==> src/rtl/vls_pkg.sv <==
`timescale 1ns/1ps
package vls_pkg;
   typedef enum logic [2:0] {
      ST_IDLE, ST_DECODE, ST_REQ, ST_WAIT, ST_WRITE, ST_WB, ST_FINISH
   } vls_state_e;

   typedef struct packed {
      logic       ok;
      logic       post;
      logic       q;
      logic [1:0] esz;
      logic [2:0] nregs;
      logic [4:0] rt;
      logic [4:0] rn;
      logic [4:0] rm;
   } vls_op_t;
endpackage

==> src/rtl/vls_decode.sv <==
`timescale 1ns/1ps
module vls_decode
   import vls_pkg::*;
(
   input  logic [31:0] insn,
   output vls_op_t     op
);
   logic unused_fields;
   assign unused_fields = ^{insn[31], insn[29:24], insn[22:21]};

   always_comb begin
      op       = '0;
      op.q     = insn[30];
      op.post  = insn[23];
      op.rm    = insn[20:16];
      op.esz   = insn[11:10];
      op.rn    = insn[9:5];
      op.rt    = insn[4:0];
      case (insn[15:12])
         4'b0111: op.nregs = 3'd1;
         4'b1010: op.nregs = 3'd2;
         4'b0110: op.nregs = 3'd3;
         4'b0010: op.nregs = 3'd4;
         default: op.nregs = 3'd0;
      endcase
      op.ok = (op.nregs != 3'd0) && (insn[23] || (insn[20:16] == 5'd0));
   end
endmodule

==> src/rtl/vls_lane_merge.sv <==
`timescale 1ns/1ps
module vls_lane_merge #(
   parameter int VBYTES = 16,
   parameter int EBYTES = 8
) (
   input  logic [VBYTES*8-1:0]       acc,
   input  logic [EBYTES*8-1:0]       elem,
   input  logic [1:0]                esz,
   input  logic [$clog2(VBYTES):0]   boff,
   output logic [VBYTES*8-1:0]       merged
);
   localparam int OFF_W = $clog2(VBYTES) + 1;

   logic [OFF_W-1:0] elen;
   assign elen = OFF_W'(1) << esz;

   for (genvar b = 0; b < VBYTES; b++) begin : g_lane
      logic [OFF_W-1:0] rel;
      logic             hit;
      always_comb begin
         rel = OFF_W'(b) - boff;
         hit = (OFF_W'(b) >= boff) && (rel < elen);
      end
      assign merged[8*b +: 8] = hit ? 8'(elem >> {rel, 3'b000}) : acc[8*b +: 8];
   end
endmodule

==> src/rtl/vls_seq.sv <==
`timescale 1ns/1ps
module vls_seq
   import vls_pkg::*;
#(
   parameter int XLEN      = 64,
   parameter int VBITS     = 128,
   parameter int ELEM_BITS = 64,
   parameter int SP_ALIGN  = 16
) (
   input  logic                 clk,
   input  logic                 rst_n,
   input  logic                 in_valid,
   output logic                 in_ready,
   input  logic [31:0]          in_insn,
   output logic [4:0]           base_idx,
   input  logic [XLEN-1:0]      base_data,
   output logic [4:0]           step_idx,
   input  logic [XLEN-1:0]      step_data,
   input  logic [XLEN-1:0]      sp_data,
   output logic                 gpr_we,
   output logic [4:0]           gpr_waddr,
   output logic [XLEN-1:0]      gpr_wdata,
   output logic                 sp_we,
   output logic [XLEN-1:0]      sp_wdata,
   output logic                 vreg_we,
   output logic [4:0]           vreg_waddr,
   output logic [VBITS-1:0]     vreg_wdata,
   output logic                 mem_req_valid,
   input  logic                 mem_req_ready,
   output logic [XLEN-1:0]      mem_req_addr,
   output logic [1:0]           mem_req_size,
   input  logic                 mem_rsp_valid,
   input  logic [ELEM_BITS-1:0] mem_rsp_data,
   output logic                 busy,
   output logic                 done,
   output logic                 flt_undef,
   output logic                 flt_align
);
   localparam int VBYTES    = VBITS / 8;
   localparam int EBYTES    = ELEM_BITS / 8;
   localparam int EI_W      = $clog2(VBYTES);
   localparam int OFF_W     = EI_W + 1;
   localparam int HALF      = VBITS / 2;
   localparam int ALIGN_LSB = (SP_ALIGN > 1) ? $clog2(SP_ALIGN) : 1;

   if (VBITS != 128)              begin : g_bad_vbits $error("VBITS must be 128"); end
   if (ELEM_BITS != 64)           begin : g_bad_ebits $error("ELEM_BITS must be 64"); end
   if (XLEN < 16)                 begin : g_bad_xlen  $error("XLEN too small"); end
   if ((SP_ALIGN & (SP_ALIGN - 1)) != 0) begin : g_bad_al $error("SP_ALIGN not a power of two"); end

   vls_state_e       state;
   logic [31:0]      insn_q;
   vls_op_t          op;
   logic [XLEN-1:0]  base_q, step_q, offs_q;
   logic [EI_W-1:0]  eidx_q;
   logic [1:0]       ridx_q;
   logic [VBITS-1:0] acc_q, merged;
   logic             fu_q, fa_q;

   vls_decode u_dec (.insn(insn_q), .op(op));

   // stack pointer alignment test, generated only when alignment is required
   logic sp_misal;
   if (SP_ALIGN > 1) begin : g_align
      assign sp_misal = |sp_data[ALIGN_LSB-1:0];
   end else begin : g_noalign
      assign sp_misal = 1'b0;
   end

   logic [XLEN-1:0]  base_sel, step_sel, imm_step, ebytes;
   logic [OFF_W-1:0] nel, boff;
   logic             last_elem, last_reg;

   always_comb begin
      base_sel  = (op.rn == 5'd31) ? sp_data : base_data;
      imm_step  = XLEN'(op.nregs) << (op.q ? 4 : 3);
      step_sel  = (op.rm == 5'd31) ? imm_step : step_data;
      ebytes    = XLEN'(1) << op.esz;
      nel       = (op.q ? OFF_W'(VBYTES) : OFF_W'(VBYTES / 2)) >> op.esz;
      boff      = OFF_W'(eidx_q) << op.esz;
      last_elem = ({1'b0, eidx_q} == nel - OFF_W'(1));
      last_reg  = ({1'b0, ridx_q} == op.nregs - 3'd1);
   end

   vls_lane_merge #(.VBYTES(VBYTES), .EBYTES(EBYTES)) u_merge (
      .acc(acc_q), .elem(mem_rsp_data), .esz(op.esz), .boff(boff), .merged(merged)
   );

   always_ff @(posedge clk) begin
      if (!rst_n) begin
         state  <= ST_IDLE;
         insn_q <= '0;
         base_q <= '0;
         step_q <= '0;
         offs_q <= '0;
         eidx_q <= '0;
         ridx_q <= '0;
         acc_q  <= '0;
         fu_q   <= 1'b0;
         fa_q   <= 1'b0;
      end else begin
         case (state)
            ST_IDLE: if (in_valid) begin
               insn_q <= in_insn;
               fu_q   <= 1'b0;
               fa_q   <= 1'b0;
               state  <= ST_DECODE;
            end
            ST_DECODE: begin
               offs_q <= '0;
               eidx_q <= '0;
               ridx_q <= '0;
               acc_q  <= '0;
               base_q <= base_sel;
               step_q <= step_sel;
               if (!op.ok) begin
                  fu_q  <= 1'b1;
                  state <= ST_FINISH;
               end else if (op.rn == 5'd31 && sp_misal) begin
                  fa_q  <= 1'b1;
                  state <= ST_FINISH;
               end else begin
                  state <= ST_REQ;
               end
            end
            ST_REQ: if (mem_req_ready) state <= ST_WAIT;
            ST_WAIT: if (mem_rsp_valid) begin
               acc_q  <= merged;
               offs_q <= offs_q + ebytes;
               if (last_elem) begin
                  eidx_q <= '0;
                  state  <= ST_WRITE;
               end else begin
                  eidx_q <= eidx_q + EI_W'(1);
                  state  <= ST_REQ;
               end
            end
            ST_WRITE: begin
               acc_q <= '0;
               if (last_reg) begin
                  state <= op.post ? ST_WB : ST_FINISH;
               end else begin
                  ridx_q <= ridx_q + 2'd1;
                  state  <= ST_REQ;
               end
            end
            ST_WB:     state <= ST_FINISH;
            default:   state <= ST_IDLE;
         endcase
      end
   end

   always_comb begin
      in_ready      = (state == ST_IDLE);
      busy          = (state != ST_IDLE) && (state != ST_FINISH);
      done          = (state == ST_FINISH);
      flt_undef     = done & fu_q;
      flt_align     = done & fa_q;
      base_idx      = op.rn;
      step_idx      = op.rm;
      mem_req_valid = (state == ST_REQ);
      mem_req_addr  = base_q + offs_q;
      mem_req_size  = op.esz;
      vreg_we       = (state == ST_WRITE);
      vreg_waddr    = op.rt + 5'(ridx_q);
      vreg_wdata    = op.q ? acc_q : {{HALF{1'b0}}, acc_q[HALF-1:0]};
      gpr_we        = (state == ST_WB) && (op.rn != 5'd31);
      sp_we         = (state == ST_WB) && (op.rn == 5'd31);
      gpr_waddr     = op.rn;
      gpr_wdata     = base_q + step_q;
      sp_wdata      = base_q + step_q;
   end
endmodule

==> config.mk <==
export PLATFORM = sky130hd
export DESIGN_NAME = vls_seq
export DESIGN_NICKNAME = d
export VERILOG_FILES = /design/src/rtl/vls_pkg.sv /design/src/rtl/vls_decode.sv /design/src/rtl/vls_lane_merge.sv /design/src/rtl/vls_seq.sv
export SDC_FILE = /design/constraint.sdc
export NUM_CORES = 1
export LEC_CHECK = 0
export BUFFER_PORTS_ARGS = -buffer_cell sky130_fd_sc_hd__buf_2
export CAP_MARGIN = 20
export CELL_PAD_IN_SITES_DETAIL_PLACEMENT = 0
export CELL_PAD_IN_SITES_GLOBAL_PLACEMENT = 1
export CORE_UTILIZATION = 34
export CTS_CLUSTER_DIAMETER = 80
export CTS_CLUSTER_SIZE = 24
export DETAILED_ROUTE_END_ITERATION = 6
export PLACE_DENSITY_LB_ADDON = 0.25
export RECOVER_POWER = 50
export SYNTH_ARGS = -nofsm -noshare
export SYNTH_HDL_FRONTEND = slang
export SYNTH_HIERARCHICAL = 1
export SYNTH_SLANG_ARGS = --single-unit
==> constraint.sdc <==
create_clock -name clk -period 4.9 [get_ports clk]
set_input_delay 0.245 -clock clk [delete_from_list [all_inputs] [get_ports clk]]
set_output_delay 0.245 -clock clk [all_outputs]
set_load 0.02 [all_outputs]
# --- Yosys cells after proc, flatten, opt, wreduce, memory -nomap -nowiden ---
# Index checks and enable logic that the tools add are counted.
totals:
  regBits: 362
  word_cells: 243
classes:
  add_sub_neg: 24
  magnitude_cmp: 32
  n_eq_ne: 39
  shift: 21
  mux: 46
  n_bitwise: 2
  n_reduce_logical: 54
op_table:
  columns: ["operator", "count"]
  rows:
  - ["64-bit by 8-bit right shift with 8-bit output", 16]
  - ["128-bit two-way mux", 2]
  - ["128-bit case mux with 2 select lines", 1]
  - ["64-bit adder", 3]
  - ["64-bit two-way mux", 3]
  - ["8-bit two-way mux", 16]
  - ["64-bit case mux with 2 select lines", 1]
  - ["5-bit < comparator", 16]
  - ["1-bit by 2-bit left shift with 64-bit output (first input constant)", 1]
  - ["3-bit by 3-bit left shift with 64-bit output", 1]
  - ["3-bit AND reduction", 18]
  - ["4-bit by 5-bit >= comparator with 1-bit output (first input constant)", 8]
  - ["4-bit by 5-bit subtractor with 5-bit output (first input constant)", 8]
  - ["2-bit by 1-bit inequality test with 1-bit output (second input constant)", 17]
  - ["3-bit two-way mux", 8]
  - ["1-bit logical AND", 21]
  - ["3-bit by 5-bit >= comparator with 1-bit output (first input constant)", 4]
  - ["3-bit by 5-bit subtractor with 5-bit output (first input constant)", 4]
  - ["3-bit case mux with 6 select lines", 1]
  - ["2-bit inequality test (second input constant)", 6]
  - ["3-bit case mux with 4 select lines", 1]
  - ["5-bit == test (second input constant)", 2]
  - ["1-bit by 5-bit >= comparator with 1-bit output (first input constant)", 2]
  - ["2-bit by 5-bit >= comparator with 1-bit output (first input constant)", 2]
  - ["other kinds (37)", 56]

# --- Logic depth before layout (Yosys ltp) ---
depth:
  ltp_word: 7
  mapped_depth: 21
  depth_no_buf: 16

# --- Cells and area by module ---
# Netlist, hierarchy kept.
modules_own_cells:
  columns: ["module", "n_inst", "cells_each", "area_per_inst_um2", "seq_area_each_um2"]
  rows:
  - ["vls_seq", 1, 2719, 22909.5, 7267.0]
  - ["vls_lane_merge", 1, 622, 5650.4, 0.0]
  - ["vls_decode", 1, 29, 214.0, 0.0]

# --- Worst setup path after synthesis ---
# OpenSTA, ideal clock, no wires.
synth_timing:
  path_type: "reg-to-reg"
  start: "register insn_q[10]"
  end: "register acc_q[0]"
  setup_ps: 118
  arrival_time_ps: 4616
  required_time_ps: 4782
  path_slack_ps: 165
  path_stages_with_launch: 18
  n_path_buf: 4
  synth_period_minus_slack_ps: 4735
  cell_sequence: "dfxtp_1 buf_4 clkbuf_1 mux2i_1 nor2_1 buf_2 inv_2 ha_1 xor2_1 buf_2 inv_1 ha_1 a21oi_1 o21ai_0 a2111oi_4 mux2_2 a22oi_1 nor2b_1"
synth_via:
  elab_chain_cells: 6
  elab_cells_between_ends: 12
  classes_between: "add/sub (1); order compare (2); eq/ne (1); shift (3); mux (3); reduce/logical (2)"
synth_rtl:
  columns: ["element", "line", "source"]
  rows:
  - ["start: declaration", "vls_seq.sv:52", "logic [31:0] insn_q;"]
  - ["start signal: assignment", "vls_seq.sv:104", "insn_q <= in_insn;"]
  - ["4-bit by 2-bit left shift with 5-bit output", "vls_seq.sv:80", "boff = OFF_W'(eidx_q) << op.esz;"]
  - ["net boff[1]", "vls_seq.sv:71", "logic [OFF_W-1:0] nel, boff;"]
  - ["1-bit by 5-bit subtractor with 5-bit output", "vls_lane_merge.sv:21", "rel = OFF_W'(b) - boff;"]
  - ["64-bit by 8-bit right shift with 8-bit output", "vls_lane_merge.sv:24", "assign merged[8*b +: 8] = hit ? 8'(elem >> {rel, 3'b000}) : acc[8*b +: 8];"]
  - ["8-bit two-way mux", "vls_lane_merge.sv:24", null]
  - ["net merged[0]", "vls_seq.sv:57", "logic [VBITS-1:0] acc_q, merged;"]
  - ["128-bit two-way mux", "vls_seq.sv:127", "ST_WAIT: if (mem_rsp_valid) begin"]
  - ["128-bit case mux with 2 select lines", "vls_seq.sv:102", "case (state)"]
  - ["end signal: assignment", "vls_seq.sv:128", "acc_q <= merged;"]
  - ["end: declaration", "vls_seq.sv:57", null]
# The timed path passes the listed nets, and every way through them passes these cells. The select of a mux whose other input is x is not followed.
# A chain may end at the register's enable or synchronous reset.

# --- Final worst setup path ---
layout_timing:
  start: "register base_q[14]"
  end: "output sp_wdata[49]"
layout_via:
  elab_chain_cells: 1
layout_rtl:
  columns: ["element", "line", "source"]
  rows:
  - ["start: declaration", "vls_seq.sv:54", "logic [XLEN-1:0] base_q, step_q, offs_q;"]
  - ["start signal: assignment", "vls_seq.sv:114", "base_q <= base_sel;"]
  - ["64-bit adder", "vls_seq.sv:171", "sp_wdata = base_q + step_q;"]
  - ["end: declaration", "vls_seq.sv:24", "output logic [XLEN-1:0] sp_wdata,"]
# Every way passes these cells.

==> results_dict.tcl <==
set metrics [dict create \
    finalSetupViolCount 0 \
    max_slew_margin_pct -107 \
    place.gp.congestion 0.930 \
    path_cells "ha_1 > nand2_1 > a21o_1 > a211o_1 > a211o_1 > a32oi_1 > nand3_1 > o31ai_1 > a31oi_1 > o31ai_1 > xor2_1 > buf_2" \
    ant_nets 0 \
    tightestPinTransition_ns 3.11 \
    rows 105 \
    worst_path_dominant_cell_family "compound AO/OA/AOI/OAI gates" \
    core_um2 82500 \
    cp.depth 12 \
    endpoint "sp_wdata[49]" \
    boundaryPins 644 \
    grt-busiest-layer "met2" \
    r2r_end "step_q[55]" \
    powerDensity_nw_per_um2 513 \
    crit_buf_inv 1 \
    layout-drive-gt1-share_pct 21.0 \
    max_stage_delay_ns 0.45 \
    post-dp-hpwl_mm 80.1 \
    drt_iter0_markers 1595 \
    rsz0062_at_grt "false" \
    syn_inst 3334 \
    hold_viol_final 0 \
    viasPerCell 5.35 \
    vias 26100 \
    min-delay-start "in_insn[11]" \
    crit_type "reg -> out" \
    p_total_uw 17100 \
    cts_tree "yes" \
    area_growth_pct 17.5 \
    fin_crit_sh_pct 96.7 \
    critPathArrivalTime_ns 4.49 \
    critPathRequiredTime_ns 4.66 \
    p_leak_uw 0.0155 \
    die_h_um 291 \
    die_w_um 291 \
    fin_crit_ns 4.74 \
    pre_cts_slack_ns 0.643 \
    ctsRootBufferMaster "clkbuf_16" \
    gr-total-overflow 0 \
    grt_start_max_net_pins 132 \
    worstPathMaxFanout 7 \
    violations "max-capacitance violations, max-slew violations" \
    drv_cap 5 \
    grt_util_all_layers_pct 23.2 \
    initial_utilization_pct 34.5 \
    status "complete, but fails checks" \
    crit_path_end_kind "output pin" \
    wl_per_cell_um 21.0 \
    worstReg2RegStart "state[0]" \
    antenna_found_initial 2 \
    rrSetupSlack_ns 0.58 \
    crit_start "base_q[14]" \
    setup_ws_ns 0.162 \
    multi_input_area_um2 19300 \
    syn-num-nets 3820 \
    grt_pass1_vias 25300 \
    clkTransAtPathRegs_ns 0.09 \
    dieArea_um2 84900 \
    startpoint_type "register" \
    syn_avg_cell_area_um2 8.54 \
    cts.sinks 354 \
    gr-usage-met3_pct 2.43 \
    final_nets 4279 \
    use_met2_pct 39.7 \
    grt_pass1_wl_mm 154 \
    yosys_warnings 6 \
    use_met1_pct 30.7 \
    cts_buffers 34 \
    htreeDepth 2 \
    fin_worst_skew_ns 0.0356 \
    worstRegToRegCells 6 \
    post-route-drc-count 0 \
    synth_area_um2 28500 \
    finalWirelength_mm 103 \
    slowest_stage "o31ai_1" \
    dr.pass1.iters 5 \
    fillers 8577 \
    tns_ns 0 \
    clock_latency_ns 0.58 \
    max-vdd-ir-drop_v 0.000386 \
    fmax_mhz 211 \
    hold_path_class "in -> reg" \
    clockBufferDepth 3 \
    seq_area_um2 7090 \
    io_buffers 634 \
    slew_viol_final 326 \
]
[report_power, final]
group	switching [uW]	internal (uW)	total [uW]
clock network	1430	1550	2980
logic	6760	3560	10300
registers	532	3310	3850
[worst min-delay path, stage by stage]
cell and delay (ns):
buf_2 0.11, nand2_1 0.09, a21boi_0 0.08
[metrics by stage]
step	util [%]	cell area, um^2	std cells	hold WS (ns)
2_1_floorplan	-	28500	3334	0.371
3_3_place_gp	38.2	31500	4736	0.454
3_5_place_dp	38.2	31500	4737	0.457
4_1_cts	40.8	33700	4889	0.000730
5_1_grt	40.5	33400	4890	0.00698
6_report	40.5	33400	4890	0.0116
[sequential cells by signal (all words and copies together), names as in the netlist]
name    count
base_q     64
ridx_q      2
fa_q        1
state       3
acc_q     128
step_q     64
fu_q        1
insn_q     23
offs_q     64
eidx_q      4
[cell type report]
class / count / area share, %
Clock inverter: 21 / 0.800
Inverter: 63 / 0.707
Tap cell: 1070 / 4.00
Clock buffer: 41 / 2.90
Antenna cell: 1 / 0.00748
Sequential cell: 354 / 21.2
Multi-Input combinational cell: 2569 / 57.6
Timing Repair Buffer: 771 / 12.8
[per-layer routing]
layer / share of wire [%] / wire, um
met1: 45 / 46500
met2: 48 / 49200
met3: 4.3 / 4390
met4: 2.7 / 2740
met5: 0 / 0
[worst min path at each step]
stage            endpoint  cells after the start
3_5_place_dp   step_q[42]                      2
5_1_grt        insn_q[10]                      3
6_report       insn_q[11]                      3
3_3_place_gp   step_q[38]                      2
4_1_cts        insn_q[11]                      3
2_1_floorplan   step_q[0]                      1
[timing repair]
action,in CTS,in global routing
gates resized for setup,1,3
hold endpoints to repair,87,0
buffers inserted,0,0
pin swaps,0,0
setup endpoints to repair,1,3
hold buffers,90,0
[placed cells by master, fill, tap and decap left out, types with 32 or more instances in the layout]
cell type        n
a21boi_0        32
a21o_1          80
a21oi_1        178
a22o_1          63
a22oi_1        133
and2_0          52
buf_2          505
buf_4           39
clkbuf_1       132
clkbuf_16       37
dfxtp_1        353
dlygate4sd3_1   90
ha_1           189
inv_1           55
mux2_2          62
mux2i_1        135
mux4_2          64
nand2_1        315
nand3_1         44
nand4_1         36
nor2_1         231
nor2b_1        160
nor3_1          35
o211a_1         69
o21ai_0         88
o31ai_1         59
xnor2_1        106
xor2_1          90
Note: power is estimated with default switching activity, not from simulation.
